`config.mk`:
```
export PLATFORM = sky130hd
export DESIGN_NAME = pmu_part_bank
export DESIGN_NICKNAME = d
export VERILOG_FILES = /design/src/rtl/pmu_part_pkg.sv /design/src/rtl/pmu_part_cfg.sv /design/src/rtl/pmu_part_access.sv /design/src/rtl/pmu_part_ctr.sv /design/src/rtl/pmu_part_bank.sv
export SDC_FILE = /design/constraint.sdc
export NUM_CORES = 1
export LEC_CHECK = 0
export BUFFER_PORTS_ARGS = -buffer_cell sky130_fd_sc_hd__buf_2
export CAP_MARGIN = 15
export CORE_MARGIN = 10
export CORE_UTILIZATION = 40
export DETAILED_ROUTE_END_ITERATION = 8
export PLACE_DENSITY = 0.63
export SETUP_SLACK_MARGIN = 0.2
export SYNTH_ARGS = -nofsm -noshare
export SYNTH_HDL_FRONTEND = slang
export SYNTH_SLANG_ARGS = --single-unit
```
`constraint.sdc`:
```
create_clock -name clk -period 7.03 [get_ports clk]
set_input_delay 0 -clock clk [delete_from_list [all_inputs] [get_ports clk]]
set_output_delay 0 -clock clk [all_outputs]
set_load 0.01 [all_outputs]
```
`src/rtl/pmu_part_pkg.sv`:
```
package pmu_part_pkg;

    typedef enum logic [1:0] {
        LVL_USER = 2'd0,
        LVL_KERN = 2'd1,
        LVL_HYP  = 2'd2,
        LVL_MON  = 2'd3
    } priv_lvl_e;

    localparam int unsigned CW_W      = 6;
    localparam int unsigned CW_TRAP_B = 5;

    function automatic logic is_guest_lvl(input logic [1:0] lvl);
        return (lvl == LVL_USER) || (lvl == LVL_KERN);
    endfunction

endpackage

```
`src/rtl/pmu_part_cfg.sv`:
```
module pmu_part_cfg
    import pmu_part_pkg::*;
#(
    parameter int unsigned NUM_CTR = 6,
    parameter int unsigned BOUND_W = 5
) (
    input  logic               clk,
    input  logic               rst_n,
    input  logic               wr_en,
    input  logic [1:0]         wr_el,
    input  logic [BOUND_W:0]   wdata,
    output logic [BOUND_W-1:0] bound,
    output logic               trap_cw,
    output logic               illegal
);

    typedef struct packed {
        logic [BOUND_W-1:0] bound;
        logic               trap_cw;
        logic               illegal;
    } cfg_st_t;

    cfg_st_t st_d, st_q;

    always_comb begin
        st_d         = st_q;
        st_d.illegal = 1'b0;
        if (wr_en) begin
            if (is_guest_lvl(wr_el)) begin
                st_d.illegal = 1'b1;
            end else begin
                st_d.bound   = wdata[BOUND_W-1:0];
                st_d.trap_cw = wdata[BOUND_W];
            end
        end
    end

    always_ff @(posedge clk) begin
        if (!rst_n) begin
            st_q.bound   <= BOUND_W'(NUM_CTR);
            st_q.trap_cw <= 1'b0;
            st_q.illegal <= 1'b0;
        end else begin
            st_q <= st_d;
        end
    end

    assign bound   = st_q.bound;
    assign trap_cw = st_q.trap_cw;
    assign illegal = st_q.illegal;

endmodule

```
`src/rtl/pmu_part_access.sv`:
```
module pmu_part_access
    import pmu_part_pkg::*;
#(
    parameter int unsigned NUM_CTR = 6,
    parameter int unsigned BOUND_W = 5,
    parameter int unsigned IDX_W   = 3
) (
    input  logic [BOUND_W-1:0] bound,
    input  logic               trap_cw,
    input  logic               user_en,
    input  logic [1:0]         lvl,
    input  logic               nonsec,
    input  logic               kind,
    input  logic [IDX_W-1:0]   idx,
    output logic               permit,
    output logic               trap
);

    localparam logic [BOUND_W-1:0] NUM_B = BOUND_W'(NUM_CTR);

    logic [BOUND_W-1:0] eff_bound;
    logic [BOUND_W-1:0] idx_w;
    logic               idx_ok;
    logic               in_guest;
    logic               guest;
    logic               lvl_ok;

    always_comb begin
        eff_bound = (bound > NUM_B) ? NUM_B : bound;
        idx_w     = BOUND_W'(idx);
        idx_ok    = idx_w < NUM_B;
        in_guest  = idx_w < eff_bound;
        guest     = is_guest_lvl(lvl);
        lvl_ok    = (lvl != LVL_USER) || user_en;
        permit    = 1'b0;
        trap      = 1'b0;
        if (kind) begin
            trap   = nonsec && guest && trap_cw;
            permit = !trap;
        end else if (idx_ok) begin
            if (!nonsec || !guest) begin
                permit = lvl_ok;
            end else if (in_guest) begin
                permit = lvl_ok;
            end else begin
                trap = 1'b1;
            end
        end
    end

endmodule

```
`src/rtl/pmu_part_ctr.sv`:
```
module pmu_part_ctr #(
    parameter int unsigned CTR_W = 32
) (
    input  logic             clk,
    input  logic             rst_n,
    input  logic             inc,
    output logic [CTR_W-1:0] cnt,
    output logic             ovf
);

    typedef struct packed {
        logic [CTR_W-1:0] cnt;
        logic             ovf;
    } ctr_st_t;

    ctr_st_t st_d, st_q;

    always_comb begin
        st_d     = st_q;
        st_d.ovf = 1'b0;
        if (inc) begin
            st_d.cnt = st_q.cnt + 1'b1;
            st_d.ovf = &st_q.cnt;
        end
    end

    always_ff @(posedge clk) begin
        if (!rst_n) begin
            st_q <= '0;
        end else begin
            st_q <= st_d;
        end
    end

    assign cnt = st_q.cnt;
    assign ovf = st_q.ovf;

endmodule

```
`src/rtl/pmu_part_bank.sv`:
```
module pmu_part_bank
    import pmu_part_pkg::*;
#(
    parameter int unsigned NUM_CTR = 6,
    parameter int unsigned CTR_W   = 32,
    parameter int unsigned BOUND_W = 5,
    parameter int unsigned IDX_W   = 3
) (
    input  logic                     clk,
    input  logic                     rst_n,
    input  logic                     cfg_wr_en,
    input  logic [1:0]               cfg_wr_el,
    input  logic [BOUND_W:0]         cfg_wdata,
    output logic [BOUND_W:0]         cfg_rdata,
    output logic                     cfg_illegal,
    input  logic                     gen_en,
    input  logic                     hyp_en,
    input  logic                     user_en,
    input  logic                     cnt_nonsec,
    input  logic [NUM_CTR-1:0]       evt_in,
    input  logic [1:0]               chk_el,
    input  logic                     chk_nonsec,
    input  logic                     chk_kind,
    input  logic [IDX_W-1:0]         chk_idx,
    output logic                     chk_permit,
    output logic                     chk_trap,
    output logic [NUM_CTR*CTR_W-1:0] ctr_val,
    output logic [NUM_CTR-1:0]       ovf_pulse
);

    logic [BOUND_W-1:0] bound;
    logic               trap_cw;
    logic [NUM_CTR-1:0] inc;

    pmu_part_cfg #(
        .NUM_CTR (NUM_CTR),
        .BOUND_W (BOUND_W)
    ) cfg_i (
        .clk     (clk),
        .rst_n   (rst_n),
        .wr_en   (cfg_wr_en),
        .wr_el   (cfg_wr_el),
        .wdata   (cfg_wdata),
        .bound   (bound),
        .trap_cw (trap_cw),
        .illegal (cfg_illegal)
    );

    assign cfg_rdata = {trap_cw, bound};

    pmu_part_access #(
        .NUM_CTR (NUM_CTR),
        .BOUND_W (BOUND_W),
        .IDX_W   (IDX_W)
    ) acc_i (
        .bound   (bound),
        .trap_cw (trap_cw),
        .user_en (user_en),
        .lvl     (chk_el),
        .nonsec  (chk_nonsec),
        .kind    (chk_kind),
        .idx     (chk_idx),
        .permit  (chk_permit),
        .trap    (chk_trap)
    );

    for (genvar i = 0; i < NUM_CTR; i++) begin : g_ctr
        // bound above NUM_CTR leaves no index in the upper group
        logic upper;
        assign upper  = cnt_nonsec && (BOUND_W'(i) >= bound);
        assign inc[i] = evt_in[i] && (upper ? hyp_en : gen_en);

        pmu_part_ctr #(
            .CTR_W (CTR_W)
        ) ctr_i (
            .clk   (clk),
            .rst_n (rst_n),
            .inc   (inc[i]),
            .cnt   (ctr_val[i*CTR_W +: CTR_W]),
            .ovf   (ovf_pulse[i])
        );
    end

endmodule

```
==> results.toml <==
[status]
status = "finished, final reports clean"

[placed_design]
postPlaceCellArea_um2 = 11500
numPortBuffers = 233
gp_congestion = 0.812
dp_hpwl_um = 21600
place_inst = 1700

[finish]
synthToLayoutAreaGrowth_pct = 23.0
nNetsFinal = 1456
design_area_um2 = 12500
final_layout_size_suffix_gt1_share_pct = 21.0
fin_cells = 1771

[route]
drt_pass1_iterations = 4
wl_met1_um = 14000
detail-route-antenna-nets = 0
met2_length_um = 13900
routed-wl-met3_um = 2200
vias = 9930
drcViolationCount = 0
post_drt_wl_per_cell_um = 17.4
vias_per_cell = 5.61
wl_um = 30700
first_iter_violations = 634
highest_layer = "met4"

[yosys]
netlist_area_um2 = 10200
synth_top_area_share_pct = 40.3
syn_inst = 1202
yosys.area_share.simple_pct = 27.2
synth_top_area_cell = "dfxtp_1"
synth_seq_area_share_pct = 40.3
synth.area.top_cells = "dfxtp_1, xor2_1, nor2_1, a21oi_1, o21ai_0"
synth_top_family_by_area = "simple AND/OR/NAND/NOR gates"
synth_fa_ha_area_share_pct = 0.984
postSynthAreaPerCell_um2 = 8.46
synth_xor_area_share_pct = 8.61
ys_types = 63
syn-num-nets = 1238
muxShareOfSynthArea_pct = 1.19
synthArstFlopShare_pct = 0
ys_top_cells_by_count = "dfxtp_1, nor2_1, nand2_1, a21oi_1, o21ai_0"
synth_edf_count = 0
ys.flop_type = "dfxtp_1"
synth_most_common_cell = "dfxtp_1"
yosysWarningCount = 0
synth_compound_area_share_pct = 17.5
ys_ff_latch = 205

[sta]
slew_headroom_pct = 25.6
period_share_pct = 45.4
max_clock_freq_ghz = 0.313
finalSetupTns_ps = 0
tightest_slew_ps = 1110
finalHoldViolCount = 0
finalCriticalPeriod_ps = 3190
rsz0062_at_grt = "false"
drv_slew = 0
setup_violations = 0
skew_ps = 16.0

[clock_network]
htree_num_levels = 1
root_buffer = "clkbuf_16"
cts_made_buffers = 25
cts_hold_buffers = 23
cts-resized-gates = 0
clk_pin_slew_ps = 60
clock-sinks = 205
cts_tree = "yes"
clk-insertion-delay-late_ps = 520
postCtsSetupBuffers = 0
ctsLongestPathBuffers = 3

[grt]
antenna_found_initial = 2
grt_util_all_layers_pct = 17.9
grt_pass1_wl_um = 49700
grt_pass1_vias = 9300
grt_max_degree = 98
gr-total-overflow = 0

[critical_path]
criticalPathCategory = "reg -> reg"
startpoint_type = "flip-flop"
startpoint = "cfg_i.bound[2]$_SDFFE_PN1P_"
cp_data_arrival_time_ps = 3640
regToRegSetupSlack_ps = 3840
required_ps = 7480
cp-end-kind = "flip-flop"
r2r_start = "cfg_i.bound[2]$_SDFFE_PN1P_"
crit_fanout = 22

[min_path]
min_from = "cfg_wr_en"
min_path_type = "in -> reg"

[power]
ir_worst_vdd_mv = 0.163
powerDensity_nw_per_um2 = 207
leakage_nw = 4.80

[die]
fp-row-count = 58
io_pins = 235
die_height_um = 179
die_area_um2 = 32200
die_w_um = 179
coreArea_um2 = 25100
start_util_pct = 40.5

[flow_run]
drv_cap = 0
## through the flow
step | hold slack, ps | total power, mW | utilization [%] | setup WS, ps
6_report | 55.7 | 2.59 | 49.9 | 3840
5_1_grt | 84.2 | 2.68 | 49.9 | 3540
4_1_cts | 34.9 | 2.62 | 49.8 | 3790
3_5_place_dp | 243 | 1.31 | 45.6 | 3790
3_3_place_gp | 242 | 1.31 | 45.6 | 3920
2_1_floorplan | 147 | 1.27 | - | 4730
## cell type report
| cell class | count | area, µm² |
|---|---|---|
| fill | 2503 | 12600 |
| multi-input combinational | 904 | 5650 |
| sequential | 205 | 4100 |
| timing repair buffer | 262 | 1440 |
| clock buffer | 32 | 662 |
| tap | 330 | 413 |
| clock inverter | 14 | 159 |
| inverter | 22 | 85.1 |
| antenna | 2 | 5.00 |
## power by group
group	internal [mW]	switching (mW)	total, mW	leakage, nW
sequential	1.17	0.0130	1.18	1.65
combinational	0.0364	0.0725	0.109	2.73
clock	0.780	0.517	1.30	0.411
## path summary, 6_finish.rpt
path	end	depth (start not counted)
worst min register to register	g_ctr[2].ctr_i.ovf$_SDFF_PN0_	2
worst max-delay path	g_ctr[2].ctr_i.cnt[3]$_SDFFE_PN0N_	5
worst min-delay path	cfg_i.trap_cw$_SDFFE_PN0P_	4
worst max register to register	g_ctr[2].ctr_i.cnt[3]$_SDFFE_PN0N_	5
## placed cells by master (no fill, tap or decap), drive strengths merged, types with 3 or more instances in the layout
master and instances:
o41ai 3, or4 27, o21ai 68, ha 8
clkbuf 32, nor2 124, o2111ai 24, nand2b 9
o31a 4, o311ai 3, a21oi 82, xnor2 38
bufinv 3, o21bai 3, and3 25, nor4 18
a2111oi 14, and2 15, o31ai 24, and4 21
inv 24, nor3 19, dlygate4sd3 23, xor2 62
mux2i 11, nand2 86, clkinv 9, nand3 65
a211oi 11, or3 43, o211ai 19, o21a 8
dfxtp 205, buf 239, a21boi 3, nand4 47
## critical path: stages, from the launching register on
cell,delay (ps)
dfxtp_1,430
nor4b_4,610
nand3_1,810
a21boi_1,710
or4b_1,480
o21ai_0,80
## flip-flops by register name, indices dropped and copies added (netlist names)
| name | cells |
|---|---|
| cfg_i.trap_cw | 1 |
| g_ctr.ctr_i.ovf | 6 |
| cfg_i.bound | 5 |
| cfg_i.illegal | 1 |
| g_ctr.ctr_i.cnt | 192 |
## kinds of logic (layout without fill, tap and decap cells)
family / Yosys count / count (layout)
buffers and inverters: 93 / 330
adder cells (fa/ha/maj): 8 / 8
other: 0 / 2
AO/OA/AOI/OAI: 273 / 273
multiplexers: 12 / 12
AND/OR/NAND/NOR: 511 / 511
XOR/XNOR: 100 / 100
flip-flops: 205 / 205
## metal layers
layer	track usage (%)	vias up
met5	0	-
met4	4.37	0
met3	5.12	44
met2	28.8	248
met1	23.0	4738
li1	-	4900
Note: power is estimated with default switching activity, not from simulation.
